<file path="config.mk">
export PLATFORM = sky130hd
export DESIGN_NAME = mseq_next_address
export DESIGN_NICKNAME = d
export VERILOG_FILES = /design/src/rtl/mseq_pkg.sv /design/src/rtl/mseq_cond_pick.sv /design/src/rtl/mseq_src_ctrl.sv /design/src/rtl/mseq_opc_map.sv /design/src/rtl/mseq_next_address.sv
export SDC_FILE = /design/constraint.sdc
export NUM_CORES = 1
export LEC_CHECK = 0
export BUFFER_PORTS_ARGS = -buffer_cell sky130_fd_sc_hd__buf_2
export CAP_MARGIN = 25
export CORE_UTILIZATION = 47
export DETAILED_ROUTE_END_ITERATION = 16
export PLACE_DENSITY = 0.91
export SLEW_MARGIN = 20
export SYNTH_ARGS = -nofsm -noshare
export SYNTH_HDL_FRONTEND = slang
export SYNTH_SLANG_ARGS = --single-unit
</file>
<file path="constraint.sdc">
create_clock -name clk -period 2.8 [get_ports clk]
set_input_delay 0.28 -clock clk [delete_from_list [all_inputs] [get_ports clk]]
set_output_delay 0.28 -clock clk [all_outputs]
set_load 0.01 [all_outputs]
</file>
<file path="src/rtl/mseq_pkg.sv">
package mseq_pkg;

   localparam int unsigned UOP_W  = 3;
   localparam int unsigned UOP_N  = 3;
   localparam int unsigned COND_W = 2;
   localparam int unsigned KIND_W = 2;

   typedef enum logic [KIND_W-1:0] {
      BK_JUMP     = 2'b00,
      BK_CALL     = 2'b01,
      BK_RETURN   = 2'b10,
      BK_DISPATCH = 2'b11
   } branch_kind_e;

   // the select code for return and dispatch equals the branch kind
   typedef enum logic [1:0] {
      SRC_INC      = 2'b00,
      SRC_TARGET   = 2'b01,
      SRC_RETURN   = 2'b10,
      SRC_DISPATCH = 2'b11
   } addr_src_e;

   typedef enum logic [COND_W-1:0] {
      CC_ALWAYS   = 2'b00,
      CC_INDIRECT = 2'b01,
      CC_SIGN     = 2'b10,
      CC_ZERO     = 2'b11
   } cond_code_e;

endpackage

</file>
<file path="src/rtl/mseq_cond_pick.sv">
module mseq_cond_pick
   import mseq_pkg::*;
#(
   parameter int unsigned SEL_W = COND_W
) (
   input  logic [SEL_W-1:0] cond_sel,
   input  logic             ind_flag,
   input  logic             acc_sign,
   input  logic             acc_zero,
   output logic             test
);

   localparam int unsigned NUM_SRC = 1 << SEL_W;

   if (NUM_SRC != 4) begin : g_bad_sel
      $error("mseq_cond_pick: selector must address exactly four conditions");
   end

   logic [NUM_SRC-1:0] flags;

   for (genvar i = 0; i < NUM_SRC; i++) begin : g_flag
      if (i == int'(CC_ALWAYS)) begin : g_one
         assign flags[i] = 1'b1;
      end else if (i == int'(CC_INDIRECT)) begin : g_ind
         assign flags[i] = ind_flag;
      end else if (i == int'(CC_SIGN)) begin : g_sgn
         assign flags[i] = acc_sign;
      end else begin : g_zro
         assign flags[i] = acc_zero;
      end
   end

   assign test = flags[cond_sel];

endmodule

</file>
<file path="src/rtl/mseq_src_ctrl.sv">
module mseq_src_ctrl
   import mseq_pkg::*;
(
   input  branch_kind_e kind,
   input  logic         test,
   output addr_src_e    src_sel,
   output logic         ret_load
);

   always_comb begin
      if (kind[1]) begin
         src_sel = addr_src_e'(kind);
      end else begin
         src_sel = addr_src_e'({1'b0, test});
      end
   end

   assign ret_load = (kind == BK_CALL) && test;

   always_comb begin
      if (ret_load) begin
         AST_LOAD_TARGET: assert (src_sel == SRC_TARGET);
      end
   end

endmodule

</file>
<file path="src/rtl/mseq_opc_map.sv">
module mseq_opc_map #(
   parameter int unsigned OPC_W     = 4,
   parameter int unsigned ADDR_W    = 7,
   parameter int unsigned LOW_ZEROS = 2
) (
   input  logic [OPC_W-1:0]  opcode,
   output logic [ADDR_W-1:0] disp_addr
);

   localparam int unsigned USED_W = OPC_W + LOW_ZEROS;

   if (USED_W > ADDR_W) begin : g_bad_w
      $error("mseq_opc_map: opcode plus slot bits exceed the address width");
   end

   if (USED_W == ADDR_W) begin : g_exact
      assign disp_addr = {opcode, {LOW_ZEROS{1'b0}}};
   end else begin : g_pad
      assign disp_addr = {{(ADDR_W-USED_W){1'b0}}, opcode, {LOW_ZEROS{1'b0}}};
   end

endmodule

</file>
<file path="src/rtl/mseq_next_address.sv">
module mseq_next_address
   import mseq_pkg::*;
#(
   parameter int unsigned ADDR_W     = 7,
   parameter int unsigned OPC_W      = 4,
   parameter int unsigned SLOT_BITS  = 2,
   parameter int unsigned RESET_ADDR = 64,
   parameter int unsigned WORD_W     = UOP_N*UOP_W + COND_W + KIND_W + ADDR_W
) (
   input  logic              clk,
   input  logic              rst,
   input  logic [WORD_W-1:0] uword,
   input  logic [OPC_W-1:0]  opcode,
   input  logic              ind_flag,
   input  logic              acc_sign,
   input  logic              acc_zero,
   output logic [ADDR_W-1:0] ctl_addr,
   output logic              ret_save
);

   localparam int unsigned TGT_LSB  = 0;
   localparam int unsigned KIND_LSB = TGT_LSB + ADDR_W;
   localparam int unsigned COND_LSB = KIND_LSB + KIND_W;
   localparam int unsigned UOP_LSB  = COND_LSB + COND_W;
   localparam int unsigned NEED_W   = UOP_LSB + UOP_N*UOP_W;

   if (WORD_W != NEED_W) begin : g_bad_word
      $error("mseq_next_address: word width does not match the field layout");
   end
   if (RESET_ADDR >= (1 << ADDR_W)) begin : g_bad_reset
      $error("mseq_next_address: reset address out of range");
   end

   logic [ADDR_W-1:0] target;
   branch_kind_e      kind;
   logic [COND_W-1:0] cond_sel;
   logic              unused_uops;

   assign target      = uword[TGT_LSB +: ADDR_W];
   assign kind        = branch_kind_e'(uword[KIND_LSB +: KIND_W]);
   assign cond_sel    = uword[COND_LSB +: COND_W];
   assign unused_uops = ^uword[UOP_LSB +: UOP_N*UOP_W];

   logic              test;
   addr_src_e         src_sel;
   logic [ADDR_W-1:0] disp_addr;
   logic [ADDR_W-1:0] inc_addr;
   logic [ADDR_W-1:0] next_addr;
   logic [ADDR_W-1:0] ret_q;

   mseq_cond_pick #(.SEL_W(COND_W)) i_cond (
      .cond_sel (cond_sel),
      .ind_flag (ind_flag),
      .acc_sign (acc_sign),
      .acc_zero (acc_zero),
      .test     (test)
   );

   mseq_src_ctrl i_ctrl (
      .kind     (kind),
      .test     (test),
      .src_sel  (src_sel),
      .ret_load (ret_save)
   );

   mseq_opc_map #(.OPC_W(OPC_W), .ADDR_W(ADDR_W), .LOW_ZEROS(SLOT_BITS)) i_map (
      .opcode    (opcode),
      .disp_addr (disp_addr)
   );

   // modulo 2**ADDR_W by truncation
   assign inc_addr = ctl_addr + 1'b1;

   always_comb begin
      unique case (src_sel)
         SRC_INC:      next_addr = inc_addr;
         SRC_TARGET:   next_addr = target;
         SRC_RETURN:   next_addr = ret_q;
         SRC_DISPATCH: next_addr = disp_addr;
         default:      next_addr = inc_addr;
      endcase
   end

   always_ff @(posedge clk) begin
      if (rst) begin
         ctl_addr <= ADDR_W'(RESET_ADDR);
         ret_q    <= '0;
      end else begin
         ctl_addr <= next_addr;
         if (ret_save) begin
            ret_q <= inc_addr;
         end
      end
   end

   AST_RESET_START: assert property (@(posedge clk)
      $past(rst) |-> (ctl_addr == ADDR_W'(RESET_ADDR)));

   AST_JUMP_FALLTHRU: assert property (@(posedge clk) disable iff (rst)
      (kind == BK_JUMP && !test) |=> (ctl_addr == ADDR_W'($past(ctl_addr) + 1'b1)));

   AST_CALL_SAVES: assert property (@(posedge clk) disable iff (rst)
      ret_save |=> (ret_q == ADDR_W'($past(ctl_addr) + 1'b1)) && (ctl_addr == $past(target)));

   AST_RET_HOLD: assert property (@(posedge clk) disable iff (rst)
      !ret_save |=> $stable(ret_q));

   AST_RETURN_TAKEN: assert property (@(posedge clk) disable iff (rst)
      (kind == BK_RETURN) |=> (ctl_addr == $past(ret_q)));

   AST_DISPATCH_SHAPE: assert property (@(posedge clk) disable iff (rst)
      (kind == BK_DISPATCH) |=> (ctl_addr[SLOT_BITS-1:0] == '0));

   AST_STROBE_ONLY_CALL: assert property (@(posedge clk) disable iff (rst)
      ret_save |-> (kind == BK_CALL));

endmodule

</file>
==> run_results.csv, run 1 <==
group,metric,value,unit
run_status,status,"complete, no violations",
final_layout,nNetsFinal,144,
logic_synthesis,ys_seq_area_share,36.7,%
power_and_ir_drop,p_leak,0.000411,uW
sta,rsz0062_at_grt,"false",
sta,whs,0.279,ns
setup_path,crit_slowest_cell,"a221oi_2",
power_and_ir_drop,p_per_area,496,nW/um^2
grt,track_usage,21.5,%
cts,cts_tree,"done",
logic_synthesis,avgSynthCellArea,8.99,sq um
route,drt.antenna.violating_nets,0,
cts,clk-insertion-delay-late,0.28,ns
die,die_area,1790,sq um
sta,setup_tns,0,ns
sta,period_minus_slack,1.59,ns
power_and_ir_drop,finalPower,464,uW
setup_path,end_kind,"primary output",
placed_design,post-place-ws,1.24,ns
cts,clk_pin_slew_worst_paths,0.08,ns
cts,cts_made_buffers,3,
die,core_area,1510,sq um
sta,fin_ws,1.21,ns
sta,clock.fmax,0.630,GHz
power_and_ir_drop,irDropWorstVdd,0.000288,V
final_layout,insertedDiodeCount,0,
setup_path,crit_chain,"buf_2 > mux2i_1 > a221oi_2 > buf_4 > buf_2",
setup_path,arrival,1.31,ns
placed_design,hpwlAfterDp,1340,um
cts,cts_setup_buffers,0,
sta,worst_pin_slew,0.320,ns
grt,grt_pass1_vias,652,
cts,hold_buffers,0,
final_layout,final.fill_count,119,
logic_synthesis,syn-cell-area,764,sq um
sta,fin_crit_sh,56.7,%
sta,hold_viol_final,0,
flow_run,max_cap_violations,0,
die,rows,14,
setup_path,crit_path_max_incr_delay,0.32,ns
die,ios,37,
sta,slew_headroom,78.0,%
die,die_h,42.3,um
setup_path,cp_num_cells,5,
worst_hold_path,hp-class,"input pin to flop",
final_layout,drive_above_1_share,35.4,%
setup_path,worstPathMaxFanout,13,
sta,drv_slew,0,
cts,htreeDepth,1,
cts,cts-resized-gates,0,
sta,setup_viol,0,
final_layout,area_growth,22.4,%
worst_hold_path,hold-path-cell-count,3,
grt,grt_max_degree,17,
setup_path,worstSetupPathType,"input pin to primary output",
logic_synthesis,ys_ff_latch,14,
grt,overflow,0,
setup_path,crit_top_cell,"buf_2",
cts,cts_sinks,14,
setup_path,crit_buf_inv,3,
logic_synthesis,ys_types,28,
setup_path,ff2ff_path_depth,5,
sta,fin_skew,0.00112,ns
route,wl,1770,um
route,initialDrtViolationCount,21,
die,initial_core_util,50.7,%
route,viasPerCell,5.61,
route,wl_per_cell,13.7,um
logic_synthesis,ys_warn_count,0,
placed_design,io_buffers,27,
logic_synthesis,synth_fp_nets,115,
setup_path,critical_path_required,2.52,ns
cts,cts_root_buffer,"clkbuf_4",
setup_path,startpoint_type,"input pin",
route,num_vias,724,
placed_design,globalplace.congestion,0.717,
grt,grt_pass1_wl,2770,um
route,firstDrtPassIters,4,
route,remaining_drc_errors,0,
die,die_w,42.3,um
setup_path,crit_family,"buffers and inverters",
grt,antenna_found_initial,0,
logic_synthesis,syn_inst,85,
cts,clk_path_buf_depth,2,
final_layout,finish.utilization,62.1,%
## kinds of logic (layout without fill, tap and decap cells)
group / Yosys count / count (layout) / share of synthesized area, %
flip-flops: 14 / 14 / 36.7
AO/OA/AOI/OAI: 19 / 19 / 21.1
multiplexers: 7 / 7 / 9.17
buffers and inverters: 7 / 35 / 5.56
XOR/XNOR: 5 / 5 / 5.73
AND/OR/NAND/NOR: 32 / 32 / 20.1
adder cells (fa/ha/maj): 1 / 1 / 1.64
## placed cells by master (no fill, tap or decap)
cell,Yosys,layout
ha_1,1,1
nand2_1,5,5
nor2_1,15,15
xor2_1,4,4
nor4b_1,1,1
o31ai_1,1,1
nand3_1,3,3
clkbuf_4,0,3
buf_2,1,27
a311oi_1,2,2
a221oi_2,1,1
buf_4,2,2
nand3b_1,3,3
nand2b_1,1,1
nor3b_1,1,1
a22oi_1,1,1
and3_1,1,1
xnor2_1,1,1
a31oi_1,1,1
a211oi_1,3,3
o211ai_1,2,2
a211oi_2,4,4
inv_1,2,2
mux2i_1,7,7
clkbuf_8,0,1
a21oi_1,4,4
dfxtp_1,14,14
or2_2,2,2
## final timing paths
kind / slack [ns] / start / end
setup / recovery: 1.21 / uword[10] / ret_save
hold / removal: 0.28 / uword[0] / ctl_addr[0]
setup reg to reg: 1.35 / ctl_addr[0] / ctl_addr[4]
hold reg to reg: 0.50 / ret_q[2] / ret_q[2]
## worst register-to-register path, stage by stage, from the launching register on
cell	delay, ns
dfxtp_1	0.44
ha_1	0.23
nand3_1	0.12
xor2_1	0.19
or2_2	0.29
a21oi_1	0.12
## power breakdown
part,internal [uW],switching [uW]
registers,214,11.9
logic,43.0,52.0
clock network,79.1,64.8
total,336,129
## synth_stat cells, drive strengths merged
cell type	instances	area share, %
and3	1	0.82
buf	4	4.1
nor3b	1	0.98
inv	2	0.98
a22oi	1	0.98
clkbuf	1	0.49
a31oi	1	0.82
a221oi	1	2.0
a21oi	4	2.6
o211ai	2	2.0
a311oi	2	2.3
nand3	3	2.0
nand3b	3	2.9
o31ai	1	0.98
xor2	4	4.6
dfxtp	14	37
a211oi	7	9.5
nor4b	1	1.1
xnor2	1	1.1
ha	1	1.6
nor2	15	7.4
nand2	5	2.5
nand2b	1	0.82
or2	2	1.6
mux2i	7	9.2
## sequential cells by signal, indices dropped and copies added (netlist names)
| register | flops |
|---|---|
| ctl_addr | 7 |
| ret_q | 7 |
## layout make-up
class | count | area, sq um | share of cell area, %
Timing Repair Buffer | 29 | 150 | 16.0
Sequential cell | 14 | 280 | 29.9
Tap cell | 16 | 20.0 | 2.14
Inverter | 2 | 7.51 | 0.802
Clock buffer | 4 | 36.3 | 3.88
Multi-Input combinational cell | 64 | 442 | 47.2
## layer usage
| layer | vias to the layer above | global-route usage, % | wire [um] |
|---|---|---|---|
| met5 | - | 0 | 0 |
| met4 | 0 | 18.8 | 105 |
| met3 | 12 | 3.88 | 89 |
| met2 | 38 | 35.1 | 876 |
| met1 | 310 | 23.6 | 698 |
| li1 | 364 | - | - |
## stage by stage
step / cells / area [sq um]
after floorplan: 85 / 764
after global placement: 125 / 900
after detailed placement: 125 / 900
after CTS: 129 / 936
after global routing: 129 / 936
final: 129 / 936
Note: power is estimated with default switching activity, not from simulation.
==> inputs of run 2 (changes only) <==
Settings changed: CORE_UTILIZATION 47 to 44, PLACE_DENSITY 0.91 to 0.87.
Clock period 2.8 ns to 1.5 ns, I/O delays scaled along.
==> run 2 against run 1 <==
Compared with the run above: the run now ends with design-rule violations left; critical path depth stayed put; combinational power grew 94%; clock-buffer cell count unchanged; register-to-register slack got worse by 1.2 ns; setup slack worse by 1.1 ns; sequential share of layout area fell by 0.47 points; worst hold slack got worse by 0.13 ns; first-iteration DRC count grew 19%; largest cell class unchanged; core utilization down 1.1 points; non-clock buffer count up 2; final cell count rose by 1.6%; clock skew is essentially flat.
==> run_results.csv, run 2 (synthesis results as in run 1) <==
group,metric,value,unit
run_status,status,"finished, violations left",
run_status,violations,"design-rule violations",
setup_path,worstSetupPathType,"flop to flop",
final_layout,final_area,951,sq um
die,die_w,43.7,um
cts,htreeDepth,1,
grt,grt_pass1_vias,683,
setup_path,ff2ff_path_depth,5,
final_layout,layout_common_cells,"buf_2 (27), nor2_1 (15), dfxtp_1 (14)",
cts,cts_sinks,14,
sta,setup_tns,0,ns
placed_design,place_area,915,sq um
flow_run,max_cap_violations,0,
grt,grt_pass1_wl,2920,um
route,viasPerCell,5.63,
cts,clk_path_buf_depth,2,
route,firstDrtPassIters,10,
die,die_area,1910,sq um
sta,worst_pin_slew,0.322,ns
setup_path,worstPathMaxFanout,4,
cts,clk-insertion-delay-late,0.28,ns
die,ios,37,
die,core_area,1560,sq um
final_layout,final.fill_count,139,
grt,track_usage,20.6,%
worst_hold_path,hp-class,"input pin to flop",
cts,cts-resized-gates,0,
final_layout,finish.utilization,61.0,%
placed_design,hpwlAfterDp,1320,um
sta,drv_slew,0,
worst_hold_path,hold-path-cell-count,3,
cts,cts_tree,"done",
route,initialDrtViolationCount,25,
final_layout,nNetsFinal,146,
sta,whs,0.149,ns
die,rows,14,
setup_path,crit_path_max_incr_delay,0.38,ns
power_and_ir_drop,p_leak,0.000421,uW
sta,rsz0062_at_grt,"false",
die,initial_core_util,49.0,%
route,wl,1740,um
sta,setup_viol,0,
cts,hold_buffers,0,
final_layout,area_growth,24.4,%
route,num_vias,737,
power_and_ir_drop,p_per_area,918,nW/um^2
power_and_ir_drop,finalPower,873,uW
grt,antenna_found_initial,0,
setup_path,startpoint_type,"flop",
final_layout,layout_commonest_cell,"buf_2",
route,wl_per_cell,13.3,um
placed_design,io_buffers,27,
setup_path,critical_path_required,1.71,ns
sta,fin_crit_sh,90.4,%
route,remaining_drc_errors,1,
die,die_h,43.7,um
sta,hold_viol_final,0,
setup_path,end_kind,"flop",
cts,cts_root_buffer,"clkbuf_4",
sta,slew_headroom,78.2,%
sta,period_minus_slack,1.36,ns
sta,clock.fmax,0.738,GHz
grt,overflow,0,
route,drt.antenna.violating_nets,0,
cts,cts_made_buffers,3,
final_layout,drive_above_1_share,36.5,%
final_layout,reg.largest.list,"ctl_addr (7), ret_q (7)",
setup_path,crit_chain,"ha_1 > nand3_1 > xor2_1 > or2_2 > a21oi_1",
placed_design,globalplace.congestion,0.823,
final_layout,insertedDiodeCount,0,
sta,fin_skew,0.000695,ns
grt,grt_max_degree,17,
setup_path,crit_slowest_cell,"dfxtp_1",
cts,clk_pin_slew_worst_paths,0.09,ns
setup_path,arrival,1.57,ns
power_and_ir_drop,irDropWorstVdd,0.000530,V
cts,cts_setup_buffers,0,
[run 2: changes by cell type in the layout (fill, tap and decap cells not counted), sizes merged]
cell	before	now
buf	29	31
[run 2: cell type report]
| class | instances | area, sq um | area share [%] |
|---|---|---|---|
| inverters | 2 | 7.51 | 0.789 |
| well taps | 16 | 20.0 | 2.11 |
| multi-input cells | 64 | 442 | 46.4 |
| repair buffers | 31 | 165 | 17.4 |
| clock buffers | 4 | 36.3 | 3.82 |
| flip-flops and latches | 14 | 280 | 29.5 |
[run 2: worst paths after layout]
path | from | to | slack (ns)
worst max register to register | ctl_addr[1] | ctl_addr[4] | 0.14
worst min-delay path | uword[0] | ctl_addr[0] | 0.15
worst min register to register | ret_q[0] | ret_q[0] | 0.50
worst max-delay path | ctl_addr[1] | ctl_addr[4] | 0.14
[run 2: report_power, final]
part,total [uW],switching (uW),internal (uW)
Clock,272,124,148
Combinational,184,99.4,84.3
Sequential,417,18.8,399
[run 2: critical path: cells and delay by family (launching register included)]
kind | cells | cell delay [ns]
fa+ha+maj | 1 | 0.21
compound gates | 1 | 0.12
simple gates | 2 | 0.39
xor+xnor | 1 | 0.19
flops | 1 | 0.38
[run 2: metal layers]
metal | routed length [um] | GRT usage, %
met1 | 722 | 26.9
met2 | 877 | 34.0
met3 | 128 | 5.00
met4 | 14 | 5.63
met5 | 0 | 0
[run 2: per-stage QoR]
stage	std cells	setup WS [ns]
after floorplan	85	0.161
after global placement	127	0.201
after detailed placement	127	0.113
after CTS	131	0.143
after global routing	131	0.0268
final	131	0.145
